$ cat src/rtl/sisc_pkg.sv
package sisc_pkg;
  localparam int NSRC  = 3;
  localparam int DEC_W = 6;

  typedef enum logic [1:0] {
    SRC_LOS = 2'd0,
    SRC_DFM = 2'd1,
    SRC_AIS = 2'd2
  } src_e;

  localparam logic [DEC_W-1:0] A_STK_LOS = 6'h08;
  localparam logic [DEC_W-1:0] A_STK_DFM = 6'h09;
  localparam logic [DEC_W-1:0] A_STK_AIS = 6'h15;
  localparam logic [DEC_W-1:0] A_MON_LOS = 6'h04;
  localparam logic [DEC_W-1:0] A_MON_DFM = 6'h05;
  localparam logic [DEC_W-1:0] A_MON_AIS = 6'h13;

  typedef struct packed {
    logic             hit;
    logic             live;
    logic [1:0]       src;
  } dec_t;

  function automatic dec_t decode(input logic [DEC_W-1:0] a);
    dec_t d;
    d = '0;
    case (a)
      A_STK_LOS: begin d.hit = 1'b1; d.live = 1'b0; d.src = SRC_LOS; end
      A_STK_DFM: begin d.hit = 1'b1; d.live = 1'b0; d.src = SRC_DFM; end
      A_STK_AIS: begin d.hit = 1'b1; d.live = 1'b0; d.src = SRC_AIS; end
      A_MON_LOS: begin d.hit = 1'b1; d.live = 1'b1; d.src = SRC_LOS; end
      A_MON_DFM: begin d.hit = 1'b1; d.live = 1'b1; d.src = SRC_DFM; end
      A_MON_AIS: begin d.hit = 1'b1; d.live = 1'b1; d.src = SRC_AIS; end
      default:   d = '0;
    endcase
    return d;
  endfunction
endpackage

$ cat src/rtl/sisc_rst_sync.sv
module sisc_rst_sync (
  input  logic clk_i,
  input  logic rst_n_i,
  output logic rst_n_o
);
  logic [1:0] sync_q;

  always_ff @(posedge clk_i or negedge rst_n_i) begin
    if (!rst_n_i) sync_q <= 2'b00;
    else          sync_q <= {sync_q[0], 1'b1};
  end

  assign rst_n_o = sync_q[1];
endmodule

$ cat src/rtl/sisc_src_latch.sv
module sisc_src_latch #(
  parameter int W = 8
) (
  input  logic         clk_i,
  input  logic         rst_n,
  input  logic [W-1:0] live_i,
  input  logic [W-1:0] en_i,
  input  logic         clr_i,
  output logic [W-1:0] sticky_o,
  output logic [W-1:0] evt_o
);
  logic [W-1:0] prev_q, prev_d;
  logic [W-1:0] sticky_q, sticky_d;
  logic [W-1:0] evt;

  always_comb begin
    evt      = (live_i ^ prev_q) & en_i;
    prev_d   = live_i;
    sticky_d = (sticky_q & {W{~clr_i}}) | evt;
  end

  always_ff @(posedge clk_i or negedge rst_n) begin
    if (!rst_n) begin
      prev_q   <= '0;
      sticky_q <= '0;
    end else begin
      prev_q   <= prev_d;
      sticky_q <= sticky_d;
    end
  end

  assign sticky_o = sticky_q;
  assign evt_o    = evt;
endmodule

$ cat src/rtl/sisc_rd_port.sv
module sisc_rd_port
  import sisc_pkg::*;
#(
  parameter int W      = 8,
  parameter int ADDR_W = 8
) (
  input  logic                 clk_i,
  input  logic                 rst_n,
  input  logic [ADDR_W-1:0]    addr_i,
  input  logic                 stb_i,
  input  logic [NSRC*W-1:0]    sticky_i,
  input  logic [NSRC*W-1:0]    live_i,
  output logic [NSRC-1:0]      clr_o,
  output logic                 rise_o,
  output logic [W-1:0]         data_o
);
  logic          stb_q;
  logic          rise;
  dec_t          dec;
  logic [W-1:0]  sel_data;
  logic [W-1:0]  data_q, data_d;
  logic          data_en;

  always_comb begin
    rise     = stb_i & ~stb_q;
    dec      = decode(addr_i[DEC_W-1:0]);
    sel_data = '0;
    clr_o    = '0;
    if (dec.hit) begin
      if (dec.live) sel_data = live_i[int'(dec.src)*W +: W];
      else          sel_data = sticky_i[int'(dec.src)*W +: W];
      if (rise) clr_o[dec.src] = 1'b1;
    end
    data_en = rise;
    data_d  = sel_data;
  end

  always_ff @(posedge clk_i or negedge rst_n) begin
    if (!rst_n) begin
      stb_q  <= 1'b0;
      data_q <= '0;
    end else begin
      stb_q <= stb_i;
      if (data_en) data_q <= data_d;
    end
  end

  assign rise_o = rise;
  assign data_o = data_q;
endmodule

$ cat src/rtl/sisc_irq_out.sv
module sisc_irq_out #(
  parameter int N = 24
) (
  input  logic         clk_i,
  input  logic         rst_n,
  input  logic [N-1:0] sticky_i,
  input  logic [N-1:0] en_i,
  output logic         pull_o
);
  logic pend, pull_q;

  always_comb pend = |(sticky_i & en_i);

  always_ff @(posedge clk_i or negedge rst_n) begin
    if (!rst_n) pull_q <= 1'b0;
    else        pull_q <= pend;
  end

  assign pull_o = pull_q;
endmodule

$ cat src/rtl/sticky_irq_ctrl.sv
module sticky_irq_ctrl
  import sisc_pkg::*;
#(
  parameter int NCH    = 8,
  parameter int ADDR_W = 8
) (
  input  logic                 clk_i,
  input  logic                 rst_n_i,
  input  logic [NCH-1:0]       los_i,
  input  logic [NCH-1:0]       dfm_i,
  input  logic [NCH-1:0]       ais_i,
  input  logic [NSRC*NCH-1:0]  irq_en_i,
  input  logic [ADDR_W-1:0]    rd_addr_i,
  input  logic                 rd_strobe_i,
  output logic [NCH-1:0]       rd_data_o,
  output logic                 int_pull_o
);
  localparam int TOT = NSRC * NCH;

  logic            rst_sync_n;
  logic [TOT-1:0]  live_all;
  logic [TOT-1:0]  sticky_all;
  logic [TOT-1:0]  evt_all;
  logic [NSRC-1:0] clr_grp;
  logic            rd_rise;

  assign live_all = {ais_i, dfm_i, los_i};

  sisc_rst_sync u_rst (
    .clk_i   (clk_i),
    .rst_n_i (rst_n_i),
    .rst_n_o (rst_sync_n)
  );

  for (genvar s = 0; s < NSRC; s++) begin : g_src
    sisc_src_latch #(.W(NCH)) u_latch (
      .clk_i    (clk_i),
      .rst_n    (rst_sync_n),
      .live_i   (live_all[s*NCH +: NCH]),
      .en_i     (irq_en_i[s*NCH +: NCH]),
      .clr_i    (clr_grp[s]),
      .sticky_o (sticky_all[s*NCH +: NCH]),
      .evt_o    (evt_all[s*NCH +: NCH])
    );
  end

  sisc_rd_port #(.W(NCH), .ADDR_W(ADDR_W)) u_rd (
    .clk_i    (clk_i),
    .rst_n    (rst_sync_n),
    .addr_i   (rd_addr_i),
    .stb_i    (rd_strobe_i),
    .sticky_i (sticky_all),
    .live_i   (live_all),
    .clr_o    (clr_grp),
    .rise_o   (rd_rise),
    .data_o   (rd_data_o)
  );

  sisc_irq_out #(.N(TOT)) u_irq (
    .clk_i    (clk_i),
    .rst_n    (rst_sync_n),
    .sticky_i (sticky_all),
    .en_i     (irq_en_i),
    .pull_o   (int_pull_o)
  );
endmodule

$ cat config.mk
export PLATFORM = sky130hd
export DESIGN_NAME = sticky_irq_ctrl
export DESIGN_NICKNAME = d
export VERILOG_FILES = /design/src/rtl/sisc_pkg.sv /design/src/rtl/sisc_rst_sync.sv /design/src/rtl/sisc_src_latch.sv /design/src/rtl/sisc_rd_port.sv /design/src/rtl/sisc_irq_out.sv /design/src/rtl/sticky_irq_ctrl.sv
export SDC_FILE = /design/constraint.sdc
export NUM_CORES = 1
export LEC_CHECK = 0
export BUFFER_PORTS_ARGS = -buffer_cell sky130_fd_sc_hd__buf_2
export CORE_ASPECT_RATIO = 1.2
export CORE_MARGIN = 2
export CORE_UTILIZATION = 57
export DETAILED_ROUTE_END_ITERATION = 10
export GPL_ROUTABILITY_DRIVEN = 0
export GPL_TIMING_DRIVEN = 0
export PLACE_DENSITY = 0.87
export RECOVER_POWER = 25
export SETUP_SLACK_MARGIN = 0.3
export SLEW_MARGIN = 20
export SYNTH_ARGS = -nofsm -noshare
export SYNTH_HDL_FRONTEND = slang
export SYNTH_SLANG_ARGS = --single-unit
export TNS_END_PERCENT = 5
$ cat constraint.sdc
create_clock -name clk_i -period 5.45 [get_ports clk_i]
set_clock_uncertainty 0.15 [all_clocks]
set_input_delay 0 -clock clk_i [delete_from_list [all_inputs] [get_ports clk_i]]
set_output_delay 0 -clock clk_i [all_outputs]
set_load 0.02 [all_outputs]
==> results of run 1 <==
[cell usage after synthesis, types with 2 or more instances]
master    instances
inv_1             7
xor2_1           24
mux2_2           10
o21a_1            9
mux2i_1           8
buf_6             4
o21ai_0           6
o31ai_1           2
a21oi_1           6
buf_4             2
nor2_1           12
o41ai_1           6
o211ai_1          2
a22o_1           25
nand2_1          13
nand2b_1          3
nand4_1           3
a22oi_1          10
xnor2_1           2
dfrtp_1          60
nand3b_1          3
[registers in the layout, indices dropped and copies added (netlist names)]
register,count
u_irq.pull_o,1
g_src.u_latch.sticky_o,24
g_src.u_latch.prev_q,24
u_rd.stb_q,1
u_rd.data_o,8
u_rst.sync_q,2
[layer usage]
| metal | vias to the layer above | routed length (um) | track usage, % |
|---|---|---|---|
| met5 | - | 0 | 0 |
| met4 | 0 | 259 | 16.0 |
| met3 | 25 | 505 | 10.8 |
| met2 | 111 | 3890 | 51.7 |
| met1 | 1189 | 3040 | 37.3 |
| li1 | 1112 | - | - |
[area by class of cell]
cell class              count  area (um^2)  area share (%)
clock buffers              11          141            3.62
plain buffers               7         65.1            1.67
clock inverters             5         52.6            1.35
multi-input cells         157         1200            30.7
repair buffers            119          840            21.5
flip-flops and latches     60         1510            38.5
diodes                      1         2.50          0.0641
well taps                  58         72.6            1.86
inverters                   7         26.3           0.673
[worst max-delay path, delay by kind of cell]
family          cells  cell delay (ns)
compound gates      2             0.23
simple gates        2             0.71
buf+inv             5             1.63
[logic make-up (layout without fill, tap and decap cells)]
| family | after synthesis | in the layout |
|---|---|---|
| xor+xnor | 26 | 26 |
| simple gates | 41 | 41 |
| mux | 18 | 18 |
| other cells | 1 | 2 |
| compound gates | 71 | 71 |
| buf+inv | 14 | 149 |
| flops | 60 | 60 |
[layout by cell type (no fill, tap or decap), types with 2 or more instances in the layout]
cell	synthesis	final
xnor2_1	2	2
dfrtp_1	60	59
buf_2	1	35
a22oi_1	10	10
nand2b_1	3	3
nand3b_1	3	3
a22o_1	25	25
nand4_1	3	3
o211ai_1	2	2
nor2_1	12	12
mux2i_1	8	8
o41ai_1	6	6
clkinv_2	0	3
a21oi_1	6	6
mux2_2	10	10
inv_1	7	7
buf_6	4	4
dlygate4sd3_1	0	56
o31ai_1	2	2
o21ai_0	6	6
o21a_1	9	9
clkbuf_8	0	10
buf_4	2	2
nand2_1	13	13
clkbuf_1	0	30
xor2_1	24	24
[report_power, final]
group	leakage (nW)	total (mW)	switching, mW	internal (mW)
combinational	0.924	0.133	0.0620	0.0712
sequential	0.646	0.488	0.0217	0.466
clock	0.0991	0.400	0.179	0.221
total	1.67	1.02	0.263	0.759
[timing repair]
action,CTS,global route
hold endpoints to repair,60,0
setup buffers,0,0
hold buffers,56,0
[final timing paths]
kind	from	to	cells past startpoint
setup / recovery	rd_addr_i[5]	u_rd.data_o[2]	9
hold / removal	rd_addr_i[0]	u_rd.data_o[4]	5
setup reg to reg	u_rd.stb_q	u_rd.data_o[2]	6
hold reg to reg	u_rst.sync_q[0]	u_rst.sync_q[1]	0
max in group asynchronous	u_rst.sync_q[1]	g_src[2].u_latch.prev_q[4]	0
min in group asynchronous	u_rst.sync_q[1]	u_irq.pull_o	0
==> run metrics, run 1 <==
status=finished clean; Adder-Cell Fraction of Synth Area=0%; initial core utilization=59.9%; # rows=27; Pwr Total=1.02 mW; Yosys Warn Count=0; worst hold path type=in2reg; RSZ-0062 raised after global routing=no; nets@finish=420; via count=2437; CTS max path bufs=2; EDFF count, synth=0; Skew-Pair Late Insertion Delay=0.36 ns; post-DP HPWL=4.67 mm; Routed Antenna Nets=0; worst-margin pin slew=0.742 ns; Setup-failing EPs final=0; R2R setup slack=3.40 ns; Die H=80.7 um; Synth cell types=35; Synth Area in Simple Gates=7.97%; Final Slew Violations=0; post-synthesis mux area share=6.90%; worst vdd ir=229 uV; Setup Crit Path Kind=in2reg; Post-DP Area=3190 um^2; vias per std cell=5.73; wire length per cell=18.1 um; die extent in x=67.9 um; top cell type's share of synthesized area=53.7%; mean post-synth cell area=12.1 um^2; largest family of logic cells by synthesized area=compound AO/OA/AOI/OAI gates; initial antenna violation count=0; Slew headroom=50.5%; Setup WS pre-CTS=3.48 ns; Yosys reg bits=60; die area=5480 um^2; Core Area=4660 um^2; Worst Path Max Fanout=10; Largest stage delay, worst path=0.58 ns; Non-Filler Instances=425; # fillers=264; TritonCTS clock tree=yes; fin util=83.8%; Leak=1.67 nW; Iteration-0 DRC Markers=216; crit end category=register; fraction of layout cells with a size suffix above 1=19.4%; crit path cell chain=dlygate4sd3_1, buf_2, nand2b_1, nor4_4, buf_2, inv_1, o211ai_1, dlygate4sd3_1, o31ai_1; vias in the first global route=2519; drt drc=0; Slowest-stage cell, CP=dlygate4sd3_1; hold slack=0.0250 ns; Syn Inst Count=231; sequential share of the synthesized area=53.7%; area growth from synthesis to layout=39.8%; period utilisation layout=45.5%; drt pass-1 iters=5; critical path startpoint category=input pin; CTS root buffer=clkbuf_8; Area contributors post-synth=dfrtp_1, a22o_1, xor2_1, mux2_2, mux2i_1; PwrDens=261 nW/um^2; IO Pins=68; final setup margin=2.97 ns; Post-CTS Resized=0; Final TNS setup=0 ns; Post-Syn Nets=290; Worst EP required=5.54 ns; Post-Synth XOR/XNOR Area=8.15%; clk slew on worst S/H paths=0.07 ns; Async S/R FF share, synth=100%; GRT Overall Usage=31.9%; grt ovf=0; Worst Path Arrival=2.57 ns; Fin. Hold Viols=0; synthesized area=2790 um^2; Synth Area in Compound Gates=19.8%; routed wire length=7.69 mm; # H-tree levels=3; Cells after DPL=352; Synth Flop Type=dfrtp_1; max_cap viols=0; area leader, netlist=dfrtp_1; TritonCTS Buffers=9; largest net degree at the start of global routing=59; Fmax=403 MHz; first-pass GRT wire length=12.2 mm; design area=3910 um^2; crit path time final=2.48 ns; clk sinks=60; # port buffers=63
No activity file was read; power rests on OpenSTA's default activity.
==> run 2, diff against run 1 <==
- CORE_UTILIZATION: 57 -> 53
- PLACE_DENSITY: 0.87 -> 0.82
- clock period: 5.45 -> 2.6 ns (I/O delays scaled with it)
==> run 2 against run 1 <==
  * Via count decreased by 1.9%
  * Clock power increased to 2.6 times the previous value
  * Count of clock-buffer cells in the layout increased by 1
  * Die area increased by 7.1%
  * Register-to-register slack got worse by 2.7 ns
  * Cell count decreased by 0.24%
==> run metrics, run 2 (same netlist as run 1, synthesis figures left out) <==
status=finished clean; initial antenna violation count=0 (unchanged); # port buffers=63 (unchanged); via count=2390 (-1.9%); worst hold path type=in2reg; worst-margin pin slew=0.728 ns (-0.0141 ns); fraction of layout cells with a size suffix above 1=19.5% (+0.11 points); Leak=1.69 nW (+1.6%); drt drc=0 (unchanged); first-pass GRT wire length=12.4 mm (+1.9%); Worst EP required=2.68 ns (-2.86 ns); GRT Overall Usage=27.7% (-4.3 points); reg2reg start=u_rd.stb_q; RSZ-0062 raised after global routing=no; Iteration-0 DRC Markers=153 (-29%); clk sinks=60 (unchanged); nets@finish=418 (-0.48%); Core Area=5010 um^2 (+7.5%); routed wire length=7.68 mm (-0.13%); period utilisation layout=83.8%; wire length per cell=18.1 um (+0.11%); Setup-failing EPs final=0 (unchanged); most frequent cells in the layout=dfrtp_1, dlygate4sd3_1, buf_2; grt ovf=0 (unchanged); Fin. Hold Viols=0 (unchanged); Setup Crit Path Kind=in2reg; Die H=83.5 um (+3.5%); area growth from synthesis to layout=41.1%; largest net degree at the start of global routing=59 (unchanged); CTS root buffer=clkbuf_8; fin util=78.7% (-5.1 points); vias per std cell=5.64 (-1.7%); worst vdd ir=500 uV (+120%); Skew-Pair Late Insertion Delay=0.34 ns (-0.02 ns); Slew headroom=51.5% (+0.94 points); TritonCTS clock tree=yes; initial core utilization=55.8% (-4.2 points); R2R cell count=5 (-1); Routed Antenna Nets=0 (unchanged); commonest non-fill, non-tap cell in the layout=dfrtp_1; drt pass-1 iters=4 (-1); vias in the first global route=2549 (+1.2%); post-DP HPWL=4.67 mm (about the same); clk slew on worst S/H paths=0.07 ns (about the same); hold endpoint=u_rd.data_o[3]; Worst Path Max Fanout=9 (-1); R2R setup slack=0.71 ns (-2.69 ns); CTS max path bufs=2 (unchanged); critical path startpoint category=input pin; Worst Path Arrival=2.26 ns (-0.31 ns); # rows=28 (+3.7%); Final TNS setup=0 ns (unchanged); IO Pins=68 (unchanged); Final Slew Violations=0 (unchanged); crit end category=register; hold depth=5 (unchanged); # Post-CTS Setup Buffers=0 (unchanged); n_diodes=0 (-1); FF-to-FF End=g_src[0].u_latch.sticky_o[7]; die extent in x=70.3 um (+3.5%); # H-tree levels=3 (unchanged); TritonCTS Buffers=9 (unchanged); die area=5870 um^2 (+7.1%); crit path time final=2.18 ns; worst hold start=rd_addr_i[2]; max_cap viols=0 (unchanged); PwrDens=597 nW/um^2 (+130%); Fmax=459 MHz
## run 2: cell count changes in the layout (fill, tap and decap cells not counted), sizes merged
| cell | delta |
|---|---|
| clkbuf | +1 |
| bufinv | +2 |
| clkinv | -2 |
| diode | -1 |
| clkinvlp | -1 |
| dlygate4sd3 | -2 |
## run 2: critical path, cell delays in order
cell and delay [ns]:
dlygate4sd3_1 0.53, buf_2 0.13, nand2b_1 0.24, nor3_2 0.56
nand2_1 0.42, a22o_1 0.36
## run 2: layer usage
metal	up-vias	track usage, %	part of all wire, %
met5	-	0	0
met4	0	14.3	3.0
met3	24	4.95	5.5
met2	95	47.3	52
met1	1159	32.9	40
li1	1112	-	-
## run 2: power breakdown
part	internal (mW)	switching (mW)
clock	0.688	0.361
sequential	0.978	0.0454
combinational	0.149	0.130
## run 2: how the worst max path moves through the flow
stage / from / endpoint / cells past startpoint
after floorplan: u_rst.sync_q[1] / g_src[0].u_latch.prev_q[0] / 0
after global routing: rd_addr_i[5] / g_src[2].u_latch.sticky_o[2] / 6
after detailed placement: rd_addr_i[5] / g_src[2].u_latch.sticky_o[1] / 5
after global placement: u_rst.sync_q[1] / g_src[0].u_latch.prev_q[7] / 0
final: rd_addr_i[5] / g_src[2].u_latch.sticky_o[1] / 6
after CTS: rd_addr_i[5] / g_src[2].u_latch.sticky_o[6] / 6
## run 2: repair_timing
item                      in CTS  in global routing
hold endpoints to repair      60                  0
hold buffers                  54                  0
gates resized for setup        0                  0
## run 2: cell type report
cell class / instances / area, um^2
timing repair buffer: 117 / 820
inverter: 7 / 26.3
buffer: 7 / 65.1
sequential: 60 / 1510
fill: 330 / 1070
clock inverter: 4 / 95.1
tap: 60 / 75.1
multi-input combinational: 157 / 1200
clock buffer: 12 / 155
## run 2: through the flow
step / hold slack (ns) / setup slack, ns / instance area, um^2 / power [mW] / instances
global route: 0.0773 / 0.334 / 3940 / 2.44 / 424
detailed placement: -0.361 / 0.675 / 3190 / 1.25 / 354
global placement: -0.365 / 0.0519 / 3180 / 1.24 / 354
finish: 0.0613 / 0.421 / 3940 / 2.35 / 424
floorplan: -0.446 / 0.656 / 2790 / 1.15 / 231
CTS: 0.0483 / 0.456 / 3980 / 2.36 / 424
==> run 3, diff against run 2 <==
- CORE_UTILIZATION: 53 -> 48
- PLACE_DENSITY: 0.82 -> 0.79
- clock period: 2.6 -> 1.8 ns (I/O delays scaled with it)
==> run 3 against run 2 <==
  * Non-clock buffer count rose by 2
  * Combinational power increased by 49%
  * Register-to-register slack got worse by 0.48 ns
  * Sequential cell count is the same
  * Critical path type is now reg2reg
  * Largest power group is now registers
==> run metrics, run 3 (same netlist as run 1, synthesis figures left out) <==
IO Pins=68 (unchanged); WP buf/inv=2 (unchanged); period utilisation layout=87.3%; Largest stage delay, worst path=0.37 ns (-0.19 ns); Slowest-stage cell, CP=dfrtp_1; Setup Crit Path Kind=reg2reg; Final TNS setup=0 ns (unchanged); Worst EP required=1.88 ns (-0.80 ns); max_cap viols=0 (unchanged); sequential power share=46.9% (+3.4 points); Setup-failing EPs final=0 (unchanged); die area=6450 um^2 (+9.9%); Sw Share=25.5% (+2.7 points); wire length per cell=17.9 um (-1.1%); Skew-Pair Late Insertion Delay=0.34 ns (about the same); fraction of layout cells with a size suffix above 1=22.4% (+2.9 points); Fmax=636 MHz; combinational share of power=13.2% (+1.3 points); TritonCTS Buffers=9 (unchanged); routed wire length=7.70 mm (+0.30%); clk slew on worst S/H paths=0.07 ns (about the same); Slew headroom=51.8% (+0.32 points); GRT Max-Usage Layer=met2; initial core utilization=49.6% (-6.1 points); # rows=30 (+7.1%); clk sinks=60 (unchanged); worst hold path type=in2reg; grt ovf=0 (unchanged); Fin. Hold Viols=0 (unchanged); vias per std cell=5.65 (+0.21%); initial antenna violation count=0 (unchanged); Routed Antenna Nets=0 (unchanged); Leak=1.73 nW (+2.1%); CTS max path bufs=2 (unchanged); largest net degree at the start of global routing=59 (unchanged); die extent in x=73.6 um (+4.8%); most frequent cells in the layout=dfrtp_1, dlygate4sd3_1, buf_2; commonest non-fill, non-tap cell in the layout=dfrtp_1; CTS root buffer=clkbuf_8; Clock power frac=39.9% (-4.7 points); TritonCTS clock tree=yes; Crit path max-delay family=simple AND/OR/NAND/NOR gates; area of the multi-input gates=1270 um^2 (+5.4%); nets@finish=420 (+0.48%); via count=2429 (+1.6%); sequential cell area=1510 um^2 (unchanged); Die H=87.6 um (+4.8%); area growth from synthesis to layout=42.6%; Worst Path Max Fanout=9 (unchanged); status=finished clean; Iteration-0 DRC Markers=194 (+27%); Cells after DPL=358 (+1.1%); crit end category=register; vias in the first global route=2517 (-1.3%); # H-tree levels=3 (unchanged); RSZ-0062 raised after global routing=yes; cell-internal power=2.35 mW (+29%); Worst Path Arrival=1.65 ns (-0.61 ns); PwrDens=791 nW/um^2 (+33%); drt drc=0 (unchanged); n_diodes=0 (unchanged); post-DP HPWL=4.65 mm (-0.36%); Final Slew Violations=0 (unchanged); Core Area=5630 um^2 (+12%); first-pass GRT wire length=12.1 mm (-2.5%); # port buffers=63 (unchanged); drt pass-1 iters=4 (unchanged); Psw=803 uW (+50%); crit path time final=1.57 ns; Non-Filler Instances=430 (+1.4%); GRT Overall Usage=25.4% (-2.3 points); # fillers=387 (+17%); worst-margin pin slew=0.723 ns (-0.00476 ns); Top cell by count, worst path=buf_6; crit path cell chain=nand2b_1, buf_6, nor2_4, nand3b_1, buf_6, a22o_1; met2 Use GR=40.2% (-7.2 points); M1 GR Usage=32.5% (-0.45 points); met3 Resource Use GR=5.06% (+0.11 points); worst vdd ir=611 uV (+22%); critical path startpoint category=register
==> run 3: cell types whose count changed in the layout (fill, tap and decap cells not counted), sizes merged <==
| cell | change |
|---|---|
| buf | +4 |
| dlygate4sd3 | -2 |
| bufinv | -2 |
| clkinv | +2 |
==> run 3: metal layers <==
layer / routed length, um / vias to the layer above
li1: - / 1106
met1: 3070 / 1190
met4: 186 / 0
met3: 519 / 18
met2: 3920 / 115
met5: 0 / -
==> run 3: final timing paths <==
kind                       slack (ns)       startpoint                            to  cells past startpoint
min in group asynchronous        0.24  u_rst.sync_q[1]  g_src[0].u_latch.sticky_o[0]                      0
hold / removal                   0.03     rd_addr_i[2]                u_rd.data_o[2]                      4
setup reg to reg                 0.23       u_rd.stb_q  g_src[0].u_latch.sticky_o[0]                      6
setup / recovery                 0.23       u_rd.stb_q  g_src[0].u_latch.sticky_o[0]                      6
hold reg to reg                  0.21  u_rst.sync_q[0]               u_rst.sync_q[1]                      0
max in group asynchronous        0.77  u_rst.sync_q[1]    g_src[1].u_latch.prev_q[7]                      0
==> run 3: power groups by stage <==
stage	clock network, mW	logic, mW	registers [mW]
global placement	0	0.300	1.50
detailed placement	0	0.309	1.50
global route	1.33	0.447	1.49
floorplan	0	0.156	1.50
CTS	1.26	0.411	1.48
finish	1.26	0.416	1.48
==> run 3: cell type report <==
type	instances	area share (%)
Timing Repair Buffer	119	20.9
Multi-Input combinational cell	157	31.8
Sequential cell	60	37.8
Clock inverter	4	1.22
Tap cell	64	2.01
Inverter	7	0.660
Clock buffer	12	3.89
Buffer	7	1.73
==> run 3: tightest hold or removal path, cell delays in order <==
cell      delay, ns
buf_6          0.10
o32ai_1        0.17
o211ai_1       0.13
o31ai_1        0.08
==> run 3: what timing repair did <==
action,4_1_cts,5_1_grt
setup buffers,2,2
gates resized for setup,11,2
pin swaps,2,3
hold buffers,52,0
endpoints found under the setup margin,32,28
endpoints found under the hold margin,60,0
==> run 3: metrics by stage <==
step	util (%)	hold WS, ns	power (mW)	setup slack [ns]	cell area [um^2]
2_1_floorplan	-	-0.446	1.66	0.249	2800
3_3_place_gp	56.7	-0.365	1.80	-0.131	3190
3_5_place_dp	56.7	-0.363	1.81	-0.150	3190
4_1_cts	70.9	0.0300	3.15	0.225	3990
5_1_grt	70.8	0.0780	3.26	0.188	3980
6_report	70.8	0.0263	3.15	0.229	3980
